--- config.mk ---
export PLATFORM = sky130hd
export DESIGN_NAME = spi_ring_target
export DESIGN_NICKNAME = d
export VERILOG_FILES = /design/src/rtl/spit_pkg.sv /design/src/rtl/spit_sync.sv /design/src/rtl/spit_engine.sv /design/src/rtl/spit_regs.sv /design/src/rtl/spi_ring_target.sv
export SDC_FILE = /design/constraint.sdc
export NUM_CORES = 2
export LEC_CHECK = 0
export ABC_CLOCK_PERIOD_IN_PS = 2900
export BUFFER_PORTS_ARGS = -buffer_cell sky130_fd_sc_hd__buf_2
export CELL_PAD_IN_SITES_DETAIL_PLACEMENT = 2
export CELL_PAD_IN_SITES_GLOBAL_PLACEMENT = 2
export CORE_ASPECT_RATIO = 2
export CORE_MARGIN = 5
export CORE_UTILIZATION = 47
export CTS_CLUSTER_DIAMETER = 80
export DETAILED_ROUTE_END_ITERATION = 8
export GPL_TIMING_DRIVEN = 0
export PLACE_DENSITY = 0.85
export SYNTH_ARGS = -nofsm -noshare
export SYNTH_HDL_FRONTEND = slang
export SYNTH_SLANG_ARGS = --single-unit
--- constraint.sdc ---
create_clock -name clk -period 2.9 [get_ports clk]
set_input_delay 0.58 -clock clk [delete_from_list [all_inputs] [get_ports clk]]
set_output_delay 0.58 -clock clk [all_outputs]
set_load 0.005 [all_outputs]
--- src/rtl/spit_pkg.sv ---
package spit_pkg;
  localparam int BYTE_W = 8;
  localparam int THR_W  = 7;
  localparam int NFLAG  = 5;

  localparam int FL_CSF  = 0;
  localparam int FL_CSR  = 1;
  localparam int FL_HALF = 2;
  localparam int FL_FULL = 3;
  localparam int FL_LVL  = 4;

  typedef enum logic [2:0] {
    RG_CTRL  = 3'd0,
    RG_LEVEL = 3'd1,
    RG_FLAGS = 3'd2,
    RG_IRQEN = 3'd3,
    RG_PTR   = 3'd4,
    RG_STAT  = 3'd5
  } reg_sel_e;

  // packed MSB first: bit 4 level .. bit 0 select-assert
  typedef struct packed {
    logic lvl;
    logic full;
    logic half;
    logic cs_rise;
    logic cs_fall;
  } evt_t;
endpackage

--- src/rtl/spit_sync.sv ---
module spit_sync #(
  parameter int          W       = 1,
  parameter logic [W-1:0] RST_VAL = '0
) (
  input  logic         clk,
  input  logic         rst_n,
  input  logic [W-1:0] d_async,
  output logic [W-1:0] q_sync
);
  logic [W-1:0] meta;

  always_ff @(posedge clk or negedge rst_n) begin
    if (!rst_n) begin
      meta   <= RST_VAL;
      q_sync <= RST_VAL;
    end else begin
      meta   <= d_async;
      q_sync <= meta;
    end
  end
endmodule

--- src/rtl/spit_engine.sv ---
module spit_engine
  import spit_pkg::*;
#(
  parameter int DEPTH = 64,
  parameter int CNT_W = 16,
  localparam int PTR_W = $clog2(DEPTH)
) (
  input  logic              clk,
  input  logic              rst_n,
  input  logic              en,
  input  logic              sclk_s,
  input  logic              csn_s,
  input  logic              mosi_s,
  input  logic [THR_W-1:0]  lvl_thr,
  input  logic              lvl_on,
  input  logic [BYTE_W-1:0] tx_byte,
  output logic [PTR_W-1:0]  ptr,
  output logic              busy,
  output logic              wr_en,
  output logic [BYTE_W-1:0] wr_data,
  output evt_t              evt,
  output logic              miso,
  output logic              miso_oe
);
  logic             sclk_d, csn_d;
  logic [2:0]       bitcnt;
  logic [6:0]       shreg;
  logic [CNT_W-1:0] rxcnt, rx_next;
  logic             miso_q;
  logic             sel, sclk_rise, sclk_fall, cs_fall_p, cs_rise_p, byte_done;

  assign sel       = en & ~csn_s;
  assign sclk_rise = sel & sclk_s & ~sclk_d;
  assign sclk_fall = sel & ~sclk_s & sclk_d;
  assign cs_fall_p = en & csn_d & ~csn_s;
  assign cs_rise_p = en & ~csn_d & csn_s;
  assign byte_done = sclk_rise & ~cs_fall_p & (bitcnt == 3'd7);
  assign rx_next   = (rxcnt == '1) ? rxcnt : rxcnt + CNT_W'(1);

  always_ff @(posedge clk or negedge rst_n) begin
    if (!rst_n) begin
      sclk_d <= 1'b0;
      csn_d  <= 1'b1;
      ptr    <= '0;
      bitcnt <= '0;
      shreg  <= '0;
      rxcnt  <= '0;
      miso_q <= 1'b0;
    end else begin
      sclk_d <= sclk_s;
      csn_d  <= csn_s;
      if (!en) begin
        ptr    <= '0;
        bitcnt <= '0;
        shreg  <= '0;
        rxcnt  <= '0;
        miso_q <= 1'b0;
      end else if (cs_fall_p) begin
        bitcnt <= '0;
        rxcnt  <= '0;
        miso_q <= tx_byte[BYTE_W-1];
      end else begin
        if (sclk_rise) begin
          shreg  <= {shreg[5:0], mosi_s};
          bitcnt <= bitcnt + 3'd1;
          if (bitcnt == 3'd7) begin
            ptr   <= ptr + PTR_W'(1);
            rxcnt <= rx_next;
          end
        end
        if (sclk_fall) miso_q <= tx_byte[3'd7 - bitcnt];
      end
    end
  end

  assign wr_en       = byte_done;
  assign wr_data     = {shreg, mosi_s};
  assign evt.cs_fall = cs_fall_p;
  assign evt.cs_rise = cs_rise_p;
  assign evt.half    = byte_done & (ptr == PTR_W'(DEPTH/2 - 1));
  assign evt.full    = byte_done & (ptr == PTR_W'(DEPTH - 1));
  assign evt.lvl     = byte_done & lvl_on & (lvl_thr != '0) &
                       (rx_next == CNT_W'(lvl_thr));
  assign busy        = ~csn_s;
  assign miso        = miso_q;
  assign miso_oe     = sel;
endmodule

--- src/rtl/spit_regs.sv ---
module spit_regs
  import spit_pkg::*;
#(
  parameter int DEPTH   = 64,
  parameter int LVL_DEF = 8,
  localparam int PTR_W  = $clog2(DEPTH),
  localparam int ADDR_W = PTR_W + 1
) (
  input  logic              clk,
  input  logic              rst_n,
  input  logic              bus_wr,
  input  logic              bus_rd,
  input  logic [ADDR_W-1:0] bus_addr,
  input  logic [BYTE_W-1:0] bus_wdata,
  output logic [BYTE_W-1:0] bus_rdata,
  output logic              en,
  output logic [THR_W-1:0]  lvl_thr,
  output logic              lvl_on,
  input  logic [PTR_W-1:0]  ptr,
  input  logic              busy,
  input  logic              wr_en,
  input  logic [BYTE_W-1:0] wr_data,
  output logic [BYTE_W-1:0] tx_byte,
  input  evt_t              evt,
  output logic [NFLAG-1:0]  flags,
  output logic [NFLAG-1:0]  irq_en
);
  logic [BYTE_W-1:0] ibuf [DEPTH];
  logic [BYTE_W-1:0] obuf [DEPTH];
  logic              lvl_dis;
  logic              buf_hit;
  logic [PTR_W-1:0]  idx;
  reg_sel_e          rsel;
  logic [NFLAG-1:0]  clr_mask, evt_bits;

  assign buf_hit  = bus_addr[ADDR_W-1];
  assign idx      = bus_addr[PTR_W-1:0];
  assign rsel     = reg_sel_e'(bus_addr[2:0]);
  assign evt_bits = evt;
  assign clr_mask = (bus_wr && !buf_hit && rsel == RG_FLAGS) ? bus_wdata[NFLAG-1:0] : '0;
  assign lvl_on   = ~lvl_dis;
  assign tx_byte  = obuf[ptr];

  // control registers and flags
  always_ff @(posedge clk or negedge rst_n) begin
    if (!rst_n) begin
      en      <= 1'b0;
      lvl_dis <= 1'b0;
      lvl_thr <= THR_W'(LVL_DEF);
      irq_en  <= '0;
      flags   <= '0;
    end else begin
      if (bus_wr && !buf_hit) begin
        case (rsel)
          RG_CTRL:  en <= bus_wdata[0];
          RG_LEVEL: begin
            lvl_dis <= bus_wdata[BYTE_W-1];
            lvl_thr <= bus_wdata[BYTE_W-1] ? '0 : bus_wdata[THR_W-1:0];
          end
          RG_IRQEN: irq_en <= bus_wdata[NFLAG-1:0];
          default:  ;
        endcase
      end
      if (!en) flags <= '0;
      else     flags <= (flags & ~clr_mask) | evt_bits;
    end
  end

  // ring storage
  always_ff @(posedge clk or negedge rst_n) begin
    if (!rst_n) begin
      for (int i = 0; i < DEPTH; i++) begin
        ibuf[i] <= '0;
        obuf[i] <= '0;
      end
    end else begin
      if (wr_en) ibuf[ptr] <= wr_data;
      if (bus_wr && buf_hit) obuf[idx] <= bus_wdata;
    end
  end

  // registered read port
  always_ff @(posedge clk or negedge rst_n) begin
    if (!rst_n) begin
      bus_rdata <= '0;
    end else if (bus_rd) begin
      if (buf_hit) begin
        bus_rdata <= ibuf[idx];
      end else begin
        case (rsel)
          RG_CTRL:  bus_rdata <= {7'b0, en};
          RG_LEVEL: bus_rdata <= {lvl_dis, lvl_thr};
          RG_FLAGS: bus_rdata <= BYTE_W'(flags);
          RG_IRQEN: bus_rdata <= BYTE_W'(irq_en);
          RG_PTR:   bus_rdata <= BYTE_W'(ptr);
          RG_STAT:  bus_rdata <= {7'b0, busy};
          default:  bus_rdata <= '0;
        endcase
      end
    end
  end
endmodule

--- src/rtl/spi_ring_target.sv ---
module spi_ring_target
  import spit_pkg::*;
#(
  parameter int DEPTH   = 64,
  parameter int LVL_DEF = 8,
  parameter int CNT_W   = 16
) (
  input  logic                   clk,
  input  logic                   rst_n,
  input  logic                   spi_sclk,
  input  logic                   spi_csn,
  input  logic                   spi_mosi,
  output logic                   spi_miso,
  output logic                   spi_miso_oe,
  input  logic                   bus_wr,
  input  logic                   bus_rd,
  input  logic [$clog2(DEPTH):0] bus_addr,
  input  logic [7:0]             bus_wdata,
  output logic [7:0]             bus_rdata,
  output logic                   irq
);
  localparam int PTR_W = $clog2(DEPTH);

  if ((1 << PTR_W) != DEPTH || DEPTH < 8 || DEPTH > 128) begin : g_bad_depth
    $error("DEPTH must be a power of two from 8 to 128");
  end

  logic              sclk_s, csn_s, mosi_s;
  logic              en_q, lvl_on, busy, wr_en;
  logic [THR_W-1:0]  lvl_thr;
  logic [PTR_W-1:0]  ptr;
  logic [BYTE_W-1:0] wr_data, tx_byte;
  logic [NFLAG-1:0]  flags, irq_en;
  evt_t              evt;

  spit_sync #(.W(3), .RST_VAL(3'b010)) u_sync (
    .clk(clk), .rst_n(rst_n),
    .d_async({spi_sclk, spi_csn, spi_mosi}),
    .q_sync({sclk_s, csn_s, mosi_s})
  );

  spit_engine #(.DEPTH(DEPTH), .CNT_W(CNT_W)) u_eng (
    .clk(clk), .rst_n(rst_n), .en(en_q),
    .sclk_s(sclk_s), .csn_s(csn_s), .mosi_s(mosi_s),
    .lvl_thr(lvl_thr), .lvl_on(lvl_on), .tx_byte(tx_byte),
    .ptr(ptr), .busy(busy), .wr_en(wr_en), .wr_data(wr_data),
    .evt(evt), .miso(spi_miso), .miso_oe(spi_miso_oe)
  );

  spit_regs #(.DEPTH(DEPTH), .LVL_DEF(LVL_DEF)) u_regs (
    .clk(clk), .rst_n(rst_n),
    .bus_wr(bus_wr), .bus_rd(bus_rd), .bus_addr(bus_addr),
    .bus_wdata(bus_wdata), .bus_rdata(bus_rdata),
    .en(en_q), .lvl_thr(lvl_thr), .lvl_on(lvl_on),
    .ptr(ptr), .busy(busy), .wr_en(wr_en), .wr_data(wr_data),
    .tx_byte(tx_byte), .evt(evt), .flags(flags), .irq_en(irq_en)
  );

  assign irq = |(flags & irq_en);
endmodule

Word-level counts from Yosys, hierarchy flattened
Index checks and enable logic that the tools add are counted.

cells by class
  add/sub/neg operators = 4
  multiply operators = 0
  div/mod/pow operators = 0
  magnitude comparators = 5
  equal/unequal tests = 16
  shift operators = 0
  muxes and demuxes = 37
  bitwise gates (word level) = 28
  reductions and logical operators = 15

operators by type and width
  cell                   number
  $bwmux 512             2
  $bmux 8 s6             2
  $demux 8 s6            2
  $mux 16                5
  $mux 8                 7
  $pmux 8 s6             1
  $mux 7                 4
  $mux 6                 4
  $add 16x1->16 const B  1
  $and 1x1->1            16
  $eq 16x16->1 const B   1
  $eq 16x7->1            1
  $ge 7x7->1 const B     2
  $lt 7x1->1 const B     2
  $not 6->7              2
  $and 5x5->5            2
  $mux 5                 2
  $reduce_and 2->1       5
  $eq 3x3->1 const B     3
  $mux 3                 3
  $ne 3x3->1 const B     3
  $reduce_bool 7->1      1
  $add 6x1->6 const B    1
  $eq 3x2->1 const B     2
  other kinds (17)       31

word-level totals
  register bits after elaboration = 1,092
  latch bits = 0
  memory bits (writable) = 0
  memory bits (read-only) = 0
  logic and storage cells = 248
  memories kept = 0

Depth between registers and ports, before layout
  word-level depth = 11
  depth in mapped cells = 12

By module
A second synthesis with hierarchy kept.

unflattened totals
  cells, all modules = 3,596
  area, all modules = 51,424.3 µm²

by module, submodules not included
  module           times used  cells each  area an instance (µm²)  sequential area each (µm²)
  spit_regs        1           3,324       48,869.4                26,301.5
  spit_engine      1           263         2,381.0                 877.1
  spit_sync        1           6           152.6                   152.6
  spi_ring_target  1           3           21.3                    0.0

Least setup slack after synthesis
Ideal clock, no wire load.

  path type = input to register
  start point = input port bus_addr[1]
  end point = register u_regs.bus_rdata[1]
  library setup time = 136 ps
  arrival = 2,717 ps
  path slack = 47 ps
  stages = 10
  path buffers = 4
  cells stage by stage = buf_2 > buf_2 > buf_2 > clkbuf_1 > mux4_2 > mux4_2 > a31oi_1 > o21ai_0 > nand3_1 > o21ai_0

on the way
  cells in the longest elaborated chain, start to end = 5
  elaborated cells between the ends (all ways) = 12

RTL lines
  element                                    RTL line               text
  from (decl)                                spi_ring_target.sv:17  input logic [$clog2(DEPTH):0] bus_addr,
  $not 6->7 (not written as such)            spit_regs.sv:88        bus_rdata <= ibuf[idx];
  $bmux 8 s6                                 spit_regs.sv:88
  $mux 8 (not written as such) (2 in a row)  spit_regs.sv:88
  $mux 8 *                                   spit_regs.sv:87        if (buf_hit) begin
  to (signal assigned)                       spit_regs.sv:88
  to (signal assigned)                       spit_regs.sv:91        RG_CTRL: bus_rdata <= {7'b0, en};
  to (signal assigned)                       spit_regs.sv:92        RG_LEVEL: bus_rdata <= {lvl_dis, lvl_thr};
  to (decl)                                  spit_regs.sv:15        output logic [BYTE_W-1:0] bus_rdata,

Every way passes the cells marked *; elsewhere a longest branch is shown, timed or not. The select of a mux whose other input is x is not followed.
A chain may end at the register's enable or synchronous reset.

Worst setup path after layout
  start point = input port bus_addr[3]
  end point = register u_regs.bus_rdata[0]

on the way
  cells in the longest elaborated chain, start to end = 5

RTL lines
  element                                    RTL line
  $not 6->7 (not written as such)            spit_regs.sv:88
  $bmux 8 s6                                 spit_regs.sv:88
  $mux 8 (not written as such) (2 in a row)  spit_regs.sv:88
  $mux 8                                     spit_regs.sv:87

Every way passes these cells. The select of a mux whose other input is x is not followed.

==> results.cfg <==
[run_status]
run_status = finished, violations left
violations = negative hold slack, max-capacitance violations, max-slew violations, negative setup slack

[critical_path]
worstPathRequired_ns = 3.63
crit_path_end_kind = flop
worst_path_max_stage_delay_ns = 1.27
worst_r2r_path_depth = 10
critical_path.startpoint_type = input port
critical_path_buf_inv_count = 2
worstSetupPathDepth = 7
arrival_worst_endpoint_ns = 4.25
timing.critical_path.cells = buf_2, clkbuf_1, nand2_2, o22ai_1, a311oi_2, a31oi_2, mux2_2
crit_slowest_cell = sky130_fd_sc_hd__clkbuf_1
timing_worst_setup_path_type = in2reg
critical_path.top_delay_family = buffers and inverters
timing.critical_path.fanout_max = 10

[final_layout]
post_route_cells_drive_above_1_share = 0.514
multiInputGateArea_mm2 = 0.0235
fin_cells = 5196
nets = 3750
area.growth.synth_to_final_pct = 18.6
n_fill_cell = 9287
seqCellArea_mm2 = 0.0273
final_core_util = 0.561
fin_area_mm2 = 0.0601

[cts]
holdBufCountCts = 3
ctsHtreeMaxLevel = 3
cts_made_buffers = 100
root_buffer = sky130_fd_sc_hd__clkbuf_16
clkSlewWorstSetupHoldPaths_ns = 0.08
tritoncts = done
clock-sinks = 1092
clock_network_latency_to_the_later_pin_of_the_worst_skew_pair_ns = 0.79
clock_tree_buf_depth = 3

[placed_design]
place_hpwl_mm = 162
dp.cells = 4886
dpl_worst_slack_ns = -2.57
placed_area_mm2 = 0.0528
port_buffers = 21
replace_congestion = 1.01

[power_and_ir_drop]
cellLeakagePower_nw = 27.2
finalPower_mw = 34.2
power_per_cell_area_mw_per_mm2 = 569
power.ir.vdd_worst_mv = 0.578

[yosys]
synth_seq_cells = 1092
post_synth_instance_area_mm2 = 0.0507
cells_after_synthesis = 3477
number_of_synthesized_flops_with_an_enable_pin = 0
yosys_synthesis_warning_count = 0
syn_avg_cell_area_um2 = 14.6
synth_sequential_area_ratio = 0.539
synth_nets = 3503
asyncSetResetFlopFracSynth = 1.00
ys.flop_type = sky130_fd_sc_hd__dfrtp_1
synth.lib_cells_used.distinct = 75

[floorplanning]
chip_height_um = 474
placement_rows = 170
coreArea_mm2 = 0.107
floorplan.initialDensity = 0.473
io-pin-count = 33
floorplan.die.width_um = 242
die-area_mm2 = 0.115

[detailed_routing]
detail-route-antenna-nets = 0
detailedRoute.firstPassIterationCount = 7
initialDrtViolationCount = 4308
drt-wirelength-per-cell_um = 54.2
drc_markers = 0
avgViaCountPerCell = 7.53
routed-via-count = 39100
detail_route.wirelength_mm = 282

[min_path]
min_path_type = in2async

[sta]
setup_viol_count_final = 427
drv_slew = 89
max_slew.worst_pin.slew_ns = 1.82
setup_tns_ns = -40.21
post-route-worst-setup-slack_ns = -0.623
post-route-min-period_ns = 3.52
worst_slew_margin_rel = -0.213
rsz0062_at_grt = yes
final.hold.worst_slack_ns = -0.256
timing.fmax_ghz = 0.284
layout_worst_path_cycle_share = 1.21
worst_clock_skew_ns = 0.0406
hold_viol = 102

[global_route]
grt_start_max_net_pins = 172
wire_length_of_the_first_global_routing_pass_mm = 365
first_global_vias = 42200
grt_use_total = 0.459
grt_overflow = 0
antenna_found_initial = 24

[run]
drv.max_cap_violation_count = 11
[kinds of logic (layout without fill, tap and decap cells)]
logic type      count (synthesis)  after routing  share of synthesized area
flops                        1092           1092                      0.539
fa+ha+maj                       4              4                   0.000988
xor+xnor                       15             15                    0.00259
other cells                     0             15                          0
simple gates                  408            408                     0.0434
compound gates                339            339                     0.0471
buf+inv                       274            602                     0.0237
mux                          1345           1345                      0.343
[timing repair]
item	4_1_cts	5_1_grt
setup endpoints to repair	968	710
gates resized for setup	489	106
endpoints found under the hold margin	105	102
pin swaps	67	20
buffers inserted	86	27
cloned	1	1
[Yosys cell counts, types with 25 or more instances]
master,count,area share
sky130_fd_sc_hd__o21ai_0,65,0.0064
sky130_fd_sc_hd__mux2i_1,60,0.012
sky130_fd_sc_hd__nor2_1,63,0.0047
sky130_fd_sc_hd__dfrtp_1,1088,0.54
sky130_fd_sc_hd__a21oi_1,51,0.0050
sky130_fd_sc_hd__mux4_2,205,0.091
sky130_fd_sc_hd__clkbuf_1,176,0.013
sky130_fd_sc_hd__buf_2,40,0.0040
sky130_fd_sc_hd__nand3_1,25,0.0025
sky130_fd_sc_hd__a22oi_1,36,0.0053
sky130_fd_sc_hd__o22ai_1,25,0.0031
sky130_fd_sc_hd__mux2_2,1064,0.24
sky130_fd_sc_hd__a221oi_1,50,0.0086
sky130_fd_sc_hd__nor2_2,91,0.011
sky130_fd_sc_hd__nand2_1,87,0.0064
sky130_fd_sc_hd__a22o_1,25,0.0043
[worst paths after layout]
check	startpoint	endpoint	slack, ns
hold / removal	rst_n	u_regs.ibuf[342]$_DFFE_PN0P_	-0.26
setup / recovery	bus_addr[3]	u_regs.bus_rdata[0]$_DFFE_PN0P_	-0.62
setup reg to reg	u_eng.ptr[2]$_DFFE_PN0P_	u_eng.miso$_DFFE_PN0P_	-0.43
max in group asynchronous	rst_n	u_eng.rxcnt[14]$_DFFE_PN0P_	0.40
min in group clk	bus_rd	u_regs.bus_rdata[0]$_DFFE_PN0P_	0.21
hold reg to reg	u_sync.meta[0]$_DFF_PN0_	u_sync.q_sync[0]$_DFF_PN0_	0.40
[per-layer routing]
layer  track usage  wire length, µm
met5             0               69
met4         0.515            43300
met3         0.117            25200
met2         0.748           130000
met1         0.445            83300
[registers in the layout, summed over array words and instances, names as in the netlist]
register          cells
u_sync.q_sync         3
u_regs.ibuf         512
u_eng.shreg           7
u_sync.meta           3
u_regs.obuf         512
u_eng.ptr             6
u_regs.lvl_thr        7
u_regs.lvl_dis        1
u_regs.flags          5
u_eng.miso            1
u_eng.bitcnt          3
u_regs.bus_rdata      8
u_regs.en             1
u_regs.irq_en         5
u_eng.csn_d           1
u_eng.rxcnt          16
u_eng.sclk_d          1
[layout make-up]
type / count / share of cell area
repair buffers: 152 / 0.0338
multi-input cells: 2111 / 0.392
plain buffers: 253 / 0.0328
well taps: 1376 / 0.0286
clock buffers: 146 / 0.0482
clock inverters: 37 / 0.00858
inverters: 14 / 0.00104
diodes: 15 / 0.000624
flip-flops and latches: 1092 / 0.455
[where the power goes]
group	switching, mW	internal (mW)
Combinational	1.82	1.01
Clock	7.03	7.95
Sequential	0.528	15.9
Total	9.37	24.8
[worst register-to-register path: stages (launching register included)]
cell and delay, ns:
sky130_fd_sc_hd__dfrtp_2 0.46, sky130_fd_sc_hd__buf_8 0.23, sky130_fd_sc_hd__clkinv_4 0.23, sky130_fd_sc_hd__clkbuf_2 0.53
sky130_fd_sc_hd__a221oi_1 0.64, sky130_fd_sc_hd__o22ai_2 0.30, sky130_fd_sc_hd__a21oi_1 0.29, sky130_fd_sc_hd__nand4_1 0.14
sky130_fd_sc_hd__nand3_1 0.09, sky130_fd_sc_hd__o2bb2ai_1 0.11, sky130_fd_sc_hd__a22o_1 0.20
[placed cells by master (no fill, tap or decap), types with 13 or more instances in the layout]
cell type,n
sky130_fd_sc_hd__buf_16,17
sky130_fd_sc_hd__a21oi_1,45
sky130_fd_sc_hd__buf_4,71
sky130_fd_sc_hd__buf_8,13
sky130_fd_sc_hd__diode_2,15
sky130_fd_sc_hd__clkbuf_1,157
sky130_fd_sc_hd__mux4_2,205
sky130_fd_sc_hd__clkbuf_16,102
sky130_fd_sc_hd__clkbuf_8,27
sky130_fd_sc_hd__o21ai_0,58
sky130_fd_sc_hd__a31oi_1,16
sky130_fd_sc_hd__o22ai_1,18
sky130_fd_sc_hd__nand3_1,21
sky130_fd_sc_hd__mux2_2,1064
sky130_fd_sc_hd__clkinv_2,16
sky130_fd_sc_hd__a22oi_1,29
sky130_fd_sc_hd__nand2_2,16
sky130_fd_sc_hd__nor2_4,111
sky130_fd_sc_hd__nand2b_1,16
sky130_fd_sc_hd__nor2b_1,18
sky130_fd_sc_hd__nand2_1,75
sky130_fd_sc_hd__a22o_1,25
sky130_fd_sc_hd__dfrtp_1,1086
sky130_fd_sc_hd__clkbuf_4,13
sky130_fd_sc_hd__a221oi_1,40
sky130_fd_sc_hd__clkbuf_2,18
sky130_fd_sc_hd__buf_6,23
sky130_fd_sc_hd__nor2_1,39
sky130_fd_sc_hd__buf_2,27
sky130_fd_sc_hd__mux2_1,16
sky130_fd_sc_hd__mux2i_1,39
sky130_fd_sc_hd__nor3_1,13
sky130_fd_sc_hd__buf_12,76
(Power assumes the default switching activity.)
